<file path="config.mk">
export PLATFORM = sky130hd
export DESIGN_NAME = fuse_prog_engine
export DESIGN_NICKNAME = d
export VERILOG_FILES = /design/src/rtl/fpe_pkg.sv /design/src/rtl/fpe_timing_decode.sv /design/src/rtl/fpe_interval_counter.sv /design/src/rtl/fpe_bit_shifter.sv /design/src/rtl/fuse_prog_engine.sv
export SDC_FILE = /design/constraint.sdc
export NUM_CORES = 1
export LEC_CHECK = 0
export ABC_AREA = 1
export ABC_CLOCK_PERIOD_IN_PS = 4000
export BUFFER_PORTS_ARGS = -buffer_cell sky130_fd_sc_hd__clkbuf_2
export CAP_MARGIN = 0
export CORE_MARGIN = 2
export CORE_UTILIZATION = 25
export CTS_CLUSTER_DIAMETER = 60
export DETAILED_ROUTE_END_ITERATION = 8
export PLACE_DENSITY_LB_ADDON = 0.08
export REMOVE_ABC_BUFFERS = 1
export SETUP_SLACK_MARGIN = 0.5
export SYNTH_ARGS = -nofsm -noshare
export SYNTH_HDL_FRONTEND = slang
export SYNTH_SLANG_ARGS = --single-unit
</file>
<file path="constraint.sdc">
create_clock -name clk_i -period 4 [get_ports clk_i]
set_clock_uncertainty 0.2 [all_clocks]
set_input_delay 0.4 -clock clk_i [delete_from_list [all_inputs] [get_ports clk_i]]
set_output_delay 0.4 -clock clk_i [all_outputs]
set_load 0.02 [all_outputs]
</file>
<file path="src/rtl/fpe_pkg.sv">
package fpe_pkg;
    typedef enum logic [2:0] {
        ST_IDLE,
        ST_READ,
        ST_PRE,
        ST_STRB,
        ST_POST,
        ST_GAP,
        ST_DONE
    } fpe_state_e;

    // field positions inside the packed timing word (decoded by the register file too)
    localparam int PROG_LSB  = 0;
    localparam int PROG_W    = 12;
    localparam int RELAX_LSB = 12;
    localparam int RELAX_W   = 4;
    localparam int RD_LSB    = 16;
    localparam int RD_W      = 6;
    localparam int TIM_W     = 32;
endpackage

</file>
<file path="src/rtl/fpe_timing_decode.sv">
module fpe_timing_decode
    import fpe_pkg::*;
#(
    parameter int CW = 13
) (
    input  logic [TIM_W-1:0] timing_i,
    output logic [CW-1:0]    rd_len_m1_o,
    output logic [CW-1:0]    relax_len_m1_o,
    output logic [CW-1:0]    prog_len_m1_o
);
    logic [PROG_W-1:0]  prog_f;
    logic [RELAX_W-1:0] relax_f;
    logic [RD_W-1:0]    rd_f;
    logic               unused_hi;

    assign prog_f    = timing_i[PROG_LSB +: PROG_W];
    assign relax_f   = timing_i[RELAX_LSB +: RELAX_W];
    assign rd_f      = timing_i[RD_LSB +: RD_W];
    assign unused_hi = ^timing_i[TIM_W-1:RD_LSB+RD_W];

    always_comb begin
        // a zero width is stretched to one cycle
        rd_len_m1_o    = (rd_f == '0)   ? '0 : CW'(rd_f) - CW'(1);
        prog_len_m1_o  = (prog_f == '0) ? '0 : CW'(prog_f) - CW'(1);
        // relax field value v gives v+1 quiet cycles
        relax_len_m1_o = CW'(relax_f);
    end
endmodule

</file>
<file path="src/rtl/fpe_interval_counter.sv">
module fpe_interval_counter #(
    parameter int CW = 13
) (
    input  logic          clk_i,
    input  logic          rst_ni,
    input  logic          load_i,
    input  logic [CW-1:0] load_val_i,
    output logic          zero_o
);
    typedef struct packed {
        logic [CW-1:0] cnt;
    } cnt_state_t;

    cnt_state_t cnt_d, cnt_q;

    always_comb begin
        cnt_d = cnt_q;
        if (load_i) begin
            cnt_d.cnt = load_val_i;
        end else if (cnt_q.cnt != '0) begin
            cnt_d.cnt = cnt_q.cnt - CW'(1);
        end
    end

    always_ff @(posedge clk_i or negedge rst_ni) begin
        if (!rst_ni) begin
            cnt_q <= '0;
        end else begin
            cnt_q <= cnt_d;
        end
    end

    assign zero_o = (cnt_q.cnt == '0);

    AST_CNT_HOLDS_ZERO: assert property (@(posedge clk_i) disable iff (!rst_ni)
        (zero_o && !load_i) |=> zero_o);
    AST_CNT_LOADS: assert property (@(posedge clk_i) disable iff (!rst_ni)
        load_i |=> (zero_o == ($past(load_val_i) == '0)));
endmodule

</file>
<file path="src/rtl/fpe_bit_shifter.sv">
module fpe_bit_shifter #(
    parameter int DW = 32,
    localparam int IW = $clog2(DW)
) (
    input  logic          clk_i,
    input  logic          rst_ni,
    input  logic          load_i,
    input  logic [DW-1:0] load_val_i,
    input  logic          shift_i,
    output logic          lsb_o,
    output logic [IW-1:0] idx_o,
    output logic          last_o
);
    typedef struct packed {
        logic [DW-1:0] sreg;
        logic [IW-1:0] idx;
    } sh_state_t;

    sh_state_t sh_d, sh_q;

    always_comb begin
        sh_d = sh_q;
        if (load_i) begin
            sh_d.sreg = load_val_i;
            sh_d.idx  = '0;
        end else if (shift_i) begin
            sh_d.sreg = {1'b0, sh_q.sreg[DW-1:1]};
            sh_d.idx  = sh_q.idx + IW'(1);
        end
    end

    always_ff @(posedge clk_i or negedge rst_ni) begin
        if (!rst_ni) begin
            sh_q <= '0;
        end else begin
            sh_q <= sh_d;
        end
    end

    assign lsb_o  = sh_q.sreg[0];
    assign idx_o  = sh_q.idx;
    assign last_o = (sh_q.idx == IW'(DW - 1));

    AST_ZERO_FILL: assert property (@(posedge clk_i) disable iff (!rst_ni)
        (shift_i && !load_i) |=> (sh_q.sreg[DW-1] == 1'b0));
    AST_IDX_STEP: assert property (@(posedge clk_i) disable iff (!rst_ni)
        (shift_i && !load_i) |=> (idx_o == $past(idx_o) + IW'(1)));
endmodule

</file>
<file path="src/rtl/fuse_prog_engine.sv">
module fuse_prog_engine
    import fpe_pkg::*;
#(
    parameter int AW         = 8,
    parameter int DW         = 32,
    parameter int GAP_CYCLES = 400,
    localparam int IW        = $clog2(DW)
) (
    input  logic              clk_i,
    input  logic              rst_ni,
    input  logic              start_i,
    input  logic [AW-1:0]     addr_i,
    input  logic [DW-1:0]     wdata_i,
    input  logic [TIM_W-1:0]  timing_i,
    input  logic [DW-1:0]     fuse_rdata_i,
    output logic [AW-1:0]     fuse_addr_o,
    output logic              fuse_rd_strobe_o,
    output logic              fuse_pgm_strobe_o,
    output logic [IW-1:0]     fuse_bit_o,
    output logic              busy_o,
    output logic              done_o
);
    localparam int GW = $clog2(GAP_CYCLES + 1);
    localparam int CW = (GW > PROG_W) ? GW + 1 : PROG_W + 1;
    localparam logic [CW-1:0] GAP_M1 = CW'(GAP_CYCLES - 1);

    typedef struct packed {
        fpe_state_e        state;
        logic [AW-1:0]     addr;
        logic [DW-1:0]     data;
        logic [TIM_W-1:0]  timing;
    } eng_state_t;

    eng_state_t eng_d, eng_q;

    logic [TIM_W-1:0] dec_in;
    logic [CW-1:0]    rd_m1, relax_m1, prog_m1;
    logic             cnt_load, cnt_zero;
    logic [CW-1:0]    cnt_val;
    logic             sh_load, sh_shift, sh_lsb, sh_last;
    logic [DW-1:0]    sh_val;
    logic [IW-1:0]    sh_idx;

    // in idle the live timing word is decoded so the read interval loads on start
    assign dec_in = (eng_q.state == ST_IDLE) ? timing_i : eng_q.timing;

    fpe_timing_decode #(.CW(CW)) u_dec (
        .timing_i      (dec_in),
        .rd_len_m1_o   (rd_m1),
        .relax_len_m1_o(relax_m1),
        .prog_len_m1_o (prog_m1)
    );

    fpe_interval_counter #(.CW(CW)) u_cnt (
        .clk_i     (clk_i),
        .rst_ni    (rst_ni),
        .load_i    (cnt_load),
        .load_val_i(cnt_val),
        .zero_o    (cnt_zero)
    );

    fpe_bit_shifter #(.DW(DW)) u_sh (
        .clk_i     (clk_i),
        .rst_ni    (rst_ni),
        .load_i    (sh_load),
        .load_val_i(sh_val),
        .shift_i   (sh_shift),
        .lsb_o     (sh_lsb),
        .idx_o     (sh_idx),
        .last_o    (sh_last)
    );

    always_comb begin
        eng_d    = eng_q;
        cnt_load = 1'b0;
        cnt_val  = '0;
        sh_load  = 1'b0;
        sh_shift = 1'b0;
        sh_val   = eng_q.data & ~fuse_rdata_i;
        unique case (eng_q.state)
            ST_IDLE: begin
                if (start_i) begin
                    eng_d.state  = ST_READ;
                    eng_d.addr   = addr_i;
                    eng_d.data   = wdata_i;
                    eng_d.timing = timing_i;
                    cnt_load     = 1'b1;
                    cnt_val      = rd_m1;
                end
            end
            ST_READ: begin
                if (cnt_zero) begin
                    sh_load     = 1'b1;
                    eng_d.state = ST_PRE;
                    cnt_load    = 1'b1;
                    cnt_val     = relax_m1;
                end
            end
            ST_PRE: begin
                if (cnt_zero) begin
                    eng_d.state = ST_STRB;
                    cnt_load    = 1'b1;
                    cnt_val     = prog_m1;
                end
            end
            ST_STRB: begin
                if (cnt_zero) begin
                    eng_d.state = ST_POST;
                    cnt_load    = 1'b1;
                    cnt_val     = relax_m1;
                end
            end
            ST_POST: begin
                if (cnt_zero) begin
                    cnt_load = 1'b1;
                    if (sh_last) begin
                        eng_d.state = ST_GAP;
                        cnt_val     = GAP_M1;
                    end else begin
                        sh_shift    = 1'b1;
                        eng_d.state = ST_PRE;
                        cnt_val     = relax_m1;
                    end
                end
            end
            ST_GAP: begin
                if (cnt_zero) begin
                    eng_d.state = ST_DONE;
                end
            end
            ST_DONE: begin
                eng_d.state = ST_IDLE;
            end
            default: begin
                eng_d.state = ST_IDLE;
            end
        endcase
    end

    always_ff @(posedge clk_i or negedge rst_ni) begin
        if (!rst_ni) begin
            eng_q       <= '0;
            eng_q.state <= ST_IDLE;
        end else begin
            eng_q <= eng_d;
        end
    end

    assign fuse_addr_o       = eng_q.addr;
    assign fuse_rd_strobe_o  = (eng_q.state == ST_READ);
    assign fuse_pgm_strobe_o = (eng_q.state == ST_STRB) && sh_lsb;
    assign fuse_bit_o        = sh_idx;
    assign busy_o            = (eng_q.state != ST_IDLE) && (eng_q.state != ST_DONE);
    assign done_o            = (eng_q.state == ST_DONE);

    AST_STROBES_EXCL: assert property (@(posedge clk_i) disable iff (!rst_ni)
        !(fuse_rd_strobe_o && fuse_pgm_strobe_o));
    AST_PGM_NEEDS_BUSY: assert property (@(posedge clk_i) disable iff (!rst_ni)
        fuse_pgm_strobe_o |-> busy_o);
    AST_DONE_PULSE: assert property (@(posedge clk_i) disable iff (!rst_ni)
        done_o |=> !done_o);
    AST_DONE_AFTER_BUSY: assert property (@(posedge clk_i) disable iff (!rst_ni)
        done_o |-> (!busy_o && $past(busy_o)));
    AST_ADDR_HELD: assert property (@(posedge clk_i) disable iff (!rst_ni)
        (busy_o && $past(busy_o)) |-> $stable(fuse_addr_o));
    AST_BIT_HELD: assert property (@(posedge clk_i) disable iff (!rst_ni)
        (fuse_pgm_strobe_o && $past(fuse_pgm_strobe_o)) |-> $stable(fuse_bit_o));
endmodule

</file>
-- Word-level counts from Yosys, hierarchy flattened
Index checks and enable logic that the tools add are counted.
- register bits: 125
- input bits: 107
- output and inout port bits: 17
- add/sub/neg operators: 4
- equal/unequal tests: 14
- multiplexer cells: 28
- bitwise logic cells: 2
- reductions and logical operators: 14
- operator list (kind ; number):
    2-to-1 mux 13 bit ; 6
    2-to-1 mux 75 bit ; 1
    2-to-1 mux 37 bit ; 2
    case mux 13 bit (4 select lines) ; 1
    bitwise AND 32 bit ; 1
    inverter 32 bit ; 1
    2-to-1 mux 22 bit ; 1
    2-to-1 mux 3 bit ; 6
    2-to-1 mux 9 bit ; 2
    case mux 3 bit (6 select lines) ; 1
    logical NOT 13 bit ; 1
    nonzero test 13 bit ; 1
    subtractor 12 x 1 -> 13 bit, second input constant ; 1
    subtractor 13 x 1 -> 13 bit, second input constant ; 1
    logical NOT 12 bit ; 1
    inequality test 2 bit, second input constant ; 5
    == test 3 bit, second input constant ; 3
    subtractor 6 x 1 -> 7 bit, second input constant ; 1
    == test 3 x 2 -> 1 bit, second input constant ; 2
    logical NOT 6 bit ; 1
    2-to-1 mux 1 bit ; 6
    AND reduction 6 bit ; 1
    adder 5 x 1 -> 5 bit, second input constant ; 1
    == test 5 bit, second input constant ; 1
    other kinds (12) ; 14

-- Logic depth before layout (Yosys ltp)
Gate-level depths: netlist of the first run.
- depth in word-level cells: 7
- mapped depth: 16

-- Modules after synthesis
From an unflattened synthesis of the first run, not the netlist that was laid out.
- cells, all modules: 1032
- area, all modules: 7556.0 um^2
- modules (own cells, without submodules) (module ; times used ; cells each ; area each (um^2) ; seq. area each (um^2)):
    fuse_prog_engine ; 1 ; 579 ; 4134.0 ; 1876.8
    fpe_bit_shifter ; 1 ; 198 ; 1844.3 ; 925.9
    fpe_interval_counter ; 1 ; 135 ; 910.9 ; 325.3
    fpe_timing_decode ; 1 ; 120 ; 666.9 ; 0.0

-- Worst setup path after synthesis of the first run
No wires, ideal clock.
- path type: reg-to-reg
- start: register eng_q[73] in the netlist's numbering
- end: register u_cnt.cnt_q[10] in the netlist's numbering
- arrival time: 1.882 ns
- required time: 3.687 ns
- setup slack: 1.805 ns
- stages on the path, launching flop included: 15
- cells stage by stage: dfrtp_1 nor2_8 nand2_8 buf_6 nand2_1 o21ai_2 inv_1 ha_1 nand3_2 nor2_2 nand4_1 nand3_1 nand3_1 nand2_1 inv_1
- longest elaborated chain between the ends: 7
- elaborated cells on any way between the ends: 20
- ends and longest elaborated chain (element ; line ; RTL):
    start: declaration ; fuse_prog_engine.sv:34 ; eng_state_t eng_d, eng_q;
    start signal: assignment ; fuse_prog_engine.sv:145 ; eng_q <= eng_d;
    logical NOT 3 bit ; fuse_prog_engine.sv:45, fuse_prog_engine.sv:80 ;
    2-to-1 mux 22 bit ; fuse_prog_engine.sv:45 ; assign dec_in = (eng_q.state == ST_IDLE) ? timing_i : eng_q.timing;
    subtractor 12 x 1 -> 13 bit, or another cell as far along ; fpe_timing_decode.sv:24 ; prog_len_m1_o = (prog_f == '0) ? '0 : CW'(prog_f) - CW'(1);
    2-to-1 mux 13 bit (on tied branches) ; fpe_timing_decode.sv:24, fpe_timing_decode.sv:23 ;
    2-to-1 mux 13 bit (on tied branches) ; fuse_prog_engine.sv:100, fuse_prog_engine.sv:82 ;
    case mux 13 bit (4 select lines) ; fuse_prog_engine.sv:80 ; unique case (eng_q.state)
    2-to-1 mux 13 bit ; fpe_interval_counter.sv:18 ; if (load_i) begin
    end signal: assignment ; fpe_interval_counter.sv:29 ; cnt_q <= cnt_d;
    end: declaration ; fpe_interval_counter.sv:14 ; cnt_state_t cnt_d, cnt_q;
Several ways; a longest one is shown, not always the timed one.
A chain may end at the register's enable or synchronous reset.

-- Worst setup path in the final report of the first run
- start: register u_cnt.cnt_q[0] in the netlist's numbering
- end: register u_sh.sh_q[10] in the netlist's numbering
- longest elaborated chain between the ends: 4
- elaborated cells on any way between the ends: 7
- ends and longest elaborated chain (element ; line ; RTL):
    logical NOT 13 bit * ; fpe_interval_counter.sv:33 ; assign zero_o = (cnt_q.cnt == '0);
    2-to-1 mux 1 bit (on tied branches) ; fuse_prog_engine.sv:92, fuse_prog_engine.sv:114 ;
    2-to-1 mux 1 bit ; fuse_prog_engine.sv:80 ;
    2-to-1 mux 37 bit / nonzero test 2 bit (equally long branches) ; - ;
    end signal: assignment ; fpe_bit_shifter.sv:34 ; sh_q <= '0;
    end signal: assignment ; fpe_bit_shifter.sv:36 ; sh_q <= sh_d;
    end: declaration ; fpe_bit_shifter.sv:19 ; sh_state_t sh_d, sh_q;
Every way passes the cells marked *; elsewhere a longest branch is shown, timed or not.

==> results of run 1 <==
## sequential cells by signal (all words and copies together), names as in the netlist
register	cells
u_cnt.cnt_q	13
eng_q	57
fuse_addr_o	8
u_sh.sh_q	31
u_sh.lsb_o	1
u_sh.idx_o	5
## cells in the final DEF, fill, tap and decap left out, types with 2 or more instances in the layout
master	Yosys	layout
nand3b_1	43	43
o21ai_0	40	40
nand2_1	257	257
o211ai_1	6	6
clkinv_2	0	2
clkbuf_8	0	2
nand4_1	11	11
bufinv_16	0	4
ha_1	7	7
nand3_1	36	36
nor2_1	44	43
inv_2	6	6
nor2_4	3	3
nor3_1	4	4
buf_4	14	6
clkinv_4	0	3
nand2_2	2	2
xnor2_1	4	4
o21ai_2	5	5
o21ai_1	3	3
xor2_1	8	8
o221ai_1	29	29
buf_12	0	2
inv_1	111	111
a21oi_1	5	5
dfrtp_1	115	115
clkbuf_16	0	17
dlygate4sd3_1	0	46
nor2_2	2	3
clkbuf_2	0	112
clkinvlp_4	0	2
## worst max-delay path by stage
stage	to	slack, ps	start	cells past startpoint
detailed placement	u_sh.sh_q[10]	1200	u_cnt.cnt_q[0]	10
floorplan	u_cnt.cnt_q[6]	730	eng_q[73]	10
global route	u_sh.sh_q[10]	940	u_cnt.cnt_q[0]	10
global placement	u_sh.sh_q[16]	1220	u_cnt.cnt_q[0]	10
CTS	u_sh.sh_q[10]	1160	u_cnt.cnt_q[0]	10
finish	u_sh.sh_q[10]	1230	u_cnt.cnt_q[0]	10
## power by group
| group | switching [uW] | leakage, uW | total [uW] | internal [uW] |
|---|---|---|---|---|
| sequential | 219 | 0.00136 | 1890 | 1670 |
| clock | 583 | 0.000305 | 1660 | 1070 |
| combinational | 1600 | 0.00257 | 2440 | 837 |
## worst reg2reg max path, cell delays in order (launching register included)
cell	delay, ps
dfrtp_1	350
inv_1	110
ha_1	200
inv_1	50
nor2_1	100
nand2_1	140
nor3_1	390
nand2_1	180
nand2_1	510
buf_12	240
o221ai_1	130
## routing by layer
metal	routed length, um	vias up	share of wire
met3	571	8	0.033
met5	0	-	0
met4	98	0	0.0057
li1	-	2830	-
met2	8320	71	0.48
met1	8230	2517	0.48
## cell families (layout without fill, tap and decap cells)
logic type | Yosys count | after routing
AO/OA/AOI/OAI | 95 | 95
buffers and inverters | 159 | 315
adder cells (fa/ha/maj) | 7 | 7
AND/OR/NAND/NOR | 408 | 408
XOR/XNOR | 12 | 12
flip-flops | 115 | 115
## metrics by stage
stage	area, sq um	total power, uW
5_1_grt	8170	6580
3_5_place_dp	7070	4360
2_1_floorplan	6020	3680
4_1_cts	8170	6110
6_report	8170	5990
3_3_place_gp	7070	4360
## area by class of cell
cell class | instances | area (sq um)
Clock buffer | 19 | 453
Timing Repair Buffer | 166 | 1110
Tap cell | 324 | 405
Clock inverter | 12 | 180
Inverter | 118 | 443
Sequential cell | 115 | 2880
Fill cell | 2652 | 16300
Multi-Input combinational cell | 522 | 2700
==> metrics.txt, run 1 <==
global-route layer with the greatest usage met2; Ant. Diodes 0; CP delay by family, top simple AND/OR/NAND/NOR gates; Pwr per Cell Area 733 mW/mm^2; CP most frequent cell nand2_1; fin crit share 0.692; worst r2r src u_cnt.cnt_q[0]; R2R depth 10; Synth Area in XOR/XNOR 0.0168; max cap viols 0; number of nets in the layout 1054; vias per inst 4.25; combinational family with the most area after synthesis simple AND/OR/NAND/NOR gates; Area growth syn-to-layout 30.5%; Slew Limit Fails 0; met1 GRT Util 0.178; CTS Buf Count 17; Synth Area in Compound Gates 0.103; hold_sp timing_i[11]; Synth top area share 0.460; #FFs+latches synth 115; synth cell count leaders nand2_1 (257), dfrtp_1 (115), inv_1 (111); final worst slack 1230 ps; first-pass GRT wire length 29000 um; Top FF cell, synth dfrtp_1; # clock sinks 115; CTS tree built; gpl congestion 0.803; half-perimeter wire length after detailed placement 11900 um; Hold Fails Final Rpt 0; sequential area share after synthesis 0.460; largest fanout on the critical path 17; Startpoint Class flop; Antenna Nets Post-Route 0; Worst path slowest cell nand2_1; r2r setup slk 1230 ps; pin count of the biggest net entering global routing 82; Post-CTS Setup Bufs 0; Yosys cell types 41; Finished Core Util 0.334; Synth Area in Adders 0.0140; DRC viols 0; via count 5426; Simple-Gate Fraction of Synth Area 0.297; WL/cell 13.5 um; Slowest Stage Delay on Critical Path 510 ps; FP Rows 57; crit path capture type flop; Yosys top cell by area dfrtp_1; overall track demand over capacity in global routing 0.139; first-pass detailed-route iteration total 4; FFs w/ async S/R, synth 1.00; critical-path cell list inv_1, ha_1, inv_1, nor2_1, nand2_1, nor3_1, nand2_1, nand2_1, buf_12, o221ai_1; grt met2 use 0.238; Slew headroom 0.304; core box area 0.0245 sq mm; Synth area leaders dfrtp_1 (46%), nand2_1 (15%), inv_1 (6.7%); Root Buffer clkbuf_16; initial antenna violation count 0; Total Wirelength 17200 um; Leak 0.00424 uW; CP bufs+invs 3; TNS Setup 0 ps; class of the tightest hold or removal check input port to flop; arrival time worst endpoint 2820 ps; drt initial violations 294; min Tclk post-route 2770 ps; Max IR drop VDD 0.000237 V; Post-Syn Instances 796; Final setup viols 0; cell with the most instances after synthesis nand2_1; Hold Path Depth 3; vias in the first global route 5650; cell area after synthesis 0.00626 sq mm; Slew @ Worst Pin 1040 ps; Fmax achieved 0.361 GHz; share of layout cells above drive strength 1 0.186; Cells after DPL 1199; Post-synth EDFFs 0; YS warnings 0; Crit path required time 4050 ps; H-Tree Level Count 4; Hold WS 20.0 ps; Finished Layout Cells 1276; Worst Path Class, Setup flop to flop; unrepaired setup endpoints after global routing no; Die Wd 162 um; Ports 124; global-route congestion overflow total 0; initial core utilization 0.256; Avg Synthesized Cell Area 7.87 sq um; status finished, final reports clean; clock buffer depth 2; Buffers on Ports 113; height of the die 162 um; Die ar. 0.0263 sq mm; reg-to-reg critical path endpoint u_sh.sh_q[10]; pre-CTS setup slack 1200 ps; mux share of post-synthesis cell area 0; clock transition at the registers of the reported paths 60 ps; Hold Path End eng_q[11]; hold buffer count at CTS 46; Resized Gates After CTS 0; Clock Latency Late Sink 410 ps; met3 Usage GRT 0.0266
Power figures use the tool's default switching activity.
==> run 2, diff against run 1 <==
--- a/config.mk
+++ b/config.mk
@@ -6,7 +6,7 @@
 export NUM_CORES = 1
 export LEC_CHECK = 0
 export ABC_AREA = 1
-export ABC_CLOCK_PERIOD_IN_PS = 4000
+export ABC_CLOCK_PERIOD_IN_PS = 2700
 export BUFFER_PORTS_ARGS = -buffer_cell sky130_fd_sc_hd__clkbuf_2
 export CAP_MARGIN = 0
 export CORE_MARGIN = 2
==> constraint.sdc (replaced) <==
create_clock -name clk_i -period 2.7 [get_ports clk_i]
set_clock_uncertainty 0.2 [all_clocks]
set_input_delay 0.27 -clock clk_i [delete_from_list [all_inputs] [get_ports clk_i]]
set_output_delay 0.27 -clock clk_i [all_outputs]
set_load 0.02 [all_outputs]
==> run 2 against run 1 <==
Global-route usage increased by 0.19 points. Non-clock buffer count increased by 83. Cell count increased by 6.7%. Critical path depth increased by 1. Final area increased by 15%. Sequential share of layout area decreased by 4.5 points. Register-to-register slack got worse by 730 ps. Fmax increased by 26%. Largest cell class is now multi-input combinational cells. Largest power group unchanged. Highest routed layer unchanged.
==> metrics.txt, run 2 (synthesized netlist as in run 1, its figures left out) <==
pre-CTS setup slack 234 ps (-963 ps); Hold Fails Final Rpt 0 (unchanged); # clock sinks 115 (unchanged); WL/cell 13.5 um (about the same); fin crit share 0.816 (+0.124); most common cell after layout, fill and taps aside nand2_1; Antenna Nets Post-Route 0 (unchanged); max reg flops 57 (unchanged); clock buffer depth 2 (unchanged); Pwr per Cell Area 1050 mW/mm^2 (+43%); via count 5788 (+6.7%); H-Tree Level Count 4 (unchanged); crit path capture type flop; Slowest Stage Delay on Critical Path 440 ps (-70 ps); half-perimeter wire length after detailed placement 12100 um (+1.8%); number of nets in the layout 1139 (+8.1%); clock transition at the registers of the reported paths 60 ps (about the same); final worst slack 497 ps (-735 ps); overall track demand over capacity in global routing 0.141 (+0.00193); Gate power share 0.497 (+0.090); vias per inst 4.25 (about the same); Worst Path Class, Setup flop to flop; status finished, final reports clean; CTS Buf Count 17 (unchanged); gpl congestion 0.768 (-4.4%); Ports 124 (unchanged); pin count of the biggest net entering global routing 51 (-38%); Startpoint Class flop; first-pass GRT wire length 29200 um (+0.59%); Slew Limit Fails 0 (unchanged); Crit path required time 2850 ps (-1200 ps); Final setup viols 0 (unchanged); switching share of power 0.427 (+0.0253); largest fanout on the critical path 6 (-11); arrival time worst endpoint 2360 ps (-460 ps); Root Buffer clkbuf_16; Buffers on Ports 113 (unchanged); min Tclk post-route 2200 ps (-565 ps); biggest regs eng_q (57), u_sh.sh_q (31), u_cnt.cnt_q (13); DRC viols 0 (unchanged); Die Wd 162 um (unchanged); Cells after DPL 1207 (+0.67%); Finished Core Util 0.383 (+0.0489); core box area 0.0245 sq mm (unchanged); vias in the first global route 5773 (+2.2%); Clock Latency Late Sink 420 ps (about the same); class of the tightest hold or removal check input port to flop; Max IR drop VDD 0.000428 V (+80%); Fillers 2574 (-2.9%); drt initial violations 273 (-7.1%); max cap viols 0 (unchanged); most frequent cells in the layout nand2_1 (229), dfrtp_1 (112), clkbuf_2 (112); Die ar. 0.0263 sq mm (unchanged); Worst path slowest cell dfrtp_2; Area growth syn-to-layout 49.6%; Seq pwr share 0.287 (-0.029); initial core utilization 0.256 (unchanged); initial antenna violation count 0 (unchanged); Net Switching 4190 uW (+75%); Hold WS 10.8 ps (-9.17 ps); Slew @ Worst Pin 564 ps (-478 ps); Fmax achieved 0.454 GHz (+26%); Leak 0.00467 uW (+10%); final non-filler cell area 0.00937 sq mm (+15%); global-route congestion overflow total 0 (unchanged); Finished Layout Cells 1362 (+6.7%); CTS tree built; height of the die 162 um (unchanged); unrepaired setup endpoints after global routing yes; first-pass detailed-route iteration total 4 (unchanged); share of layout cells above drive strength 1 0.279 (+0.0935); Slew headroom 0.624 (+0.320); Clk pwr share 0.216 (-0.061); Most flops, register eng_q; FP Rows 57 (unchanged); critical-path cell list nor2_8, nand2_8, o21ai_4, inv_4, ha_4, buf_4, xnor2_1, nand2_2, nand3_1, nand2_1, inv_1; Ant. Diodes 0 (unchanged); Pint 5640 uW (+57%); placed inst area 0.00716 sq mm (+1.2%); Total Wirelength 18400 um (+6.8%)
[run 2: worst max-delay path: cells and delay by family, from the launching register on]
kind            cells  cell delay, ps
xor+xnor            1             210
compound gates      1             210
fa+ha+maj           1             180
flops               1             440
buf+inv             3             260
simple gates        5             630
[run 2: metrics by stage]
| stage | setup TNS (ps) | power [uW] |
|---|---|---|
| 3_5_place_dp | 0 | 6540 |
| 3_3_place_gp | 0 | 6530 |
| 2_1_floorplan | -13380 | 5450 |
| 4_1_cts | 0 | 9280 |
| 6_report | 0 | 9830 |
| 5_1_grt | 0 | 10700 |
[run 2: final timing paths]
kind	cells past startpoint	from	end	slack [ps]
max	11	eng_q[73]	u_cnt.cnt_q[2]	500
min reg2reg	2	eng_q[32]	eng_q[32]	270
max reg2reg	11	eng_q[73]	u_cnt.cnt_q[2]	500
min in group asynchronous	2	rst_ni	eng_q[5]	200
max in group asynchronous	3	rst_ni	eng_q[72]	1450
min	3	fuse_rdata_i[4]	u_sh.sh_q[9]	10
[run 2: final cells by class]
class,count,area (sq um),share of cell area
multi-input combinational,524,3100,0.331
clock inverter,14,120,0.0128
inverter,118,463,0.0494
timing repair buffer,249,1960,0.210
clock buffer,18,429,0.0458
tap,324,405,0.0433
sequential,115,2880,0.308
[run 2: power groups by stage]
stage	Clock, uW	Combinational (uW)	Sequential [uW]
2_1_floorplan	0	2600	2850
3_3_place_gp	0	3700	2820
3_5_place_dp	0	3700	2830
4_1_cts	2200	4260	2820
5_1_grt	2270	5510	2910
6_report	2130	4880	2820
[run 2: layer usage]
| metal | GRT usage | wire (um) |
|---|---|---|
| met2 | 0.247 | 9070 |
| met1 | 0.176 | 8600 |
| met3 | 0.0317 | 556 |
| met4 | 0.0366 | 168 |
| met5 | 0 | 0 |
[run 2: timing repair]
item / CTS / global route
hold endpoints to repair: 127 / 0
buffers inserted: 10 / 17
pin swaps: 8 / 34
hold buffers: 93 / 0
endpoints found under the setup margin: 51 / 49
gates cloned: 1 / 2
resized for setup: 45 / 82
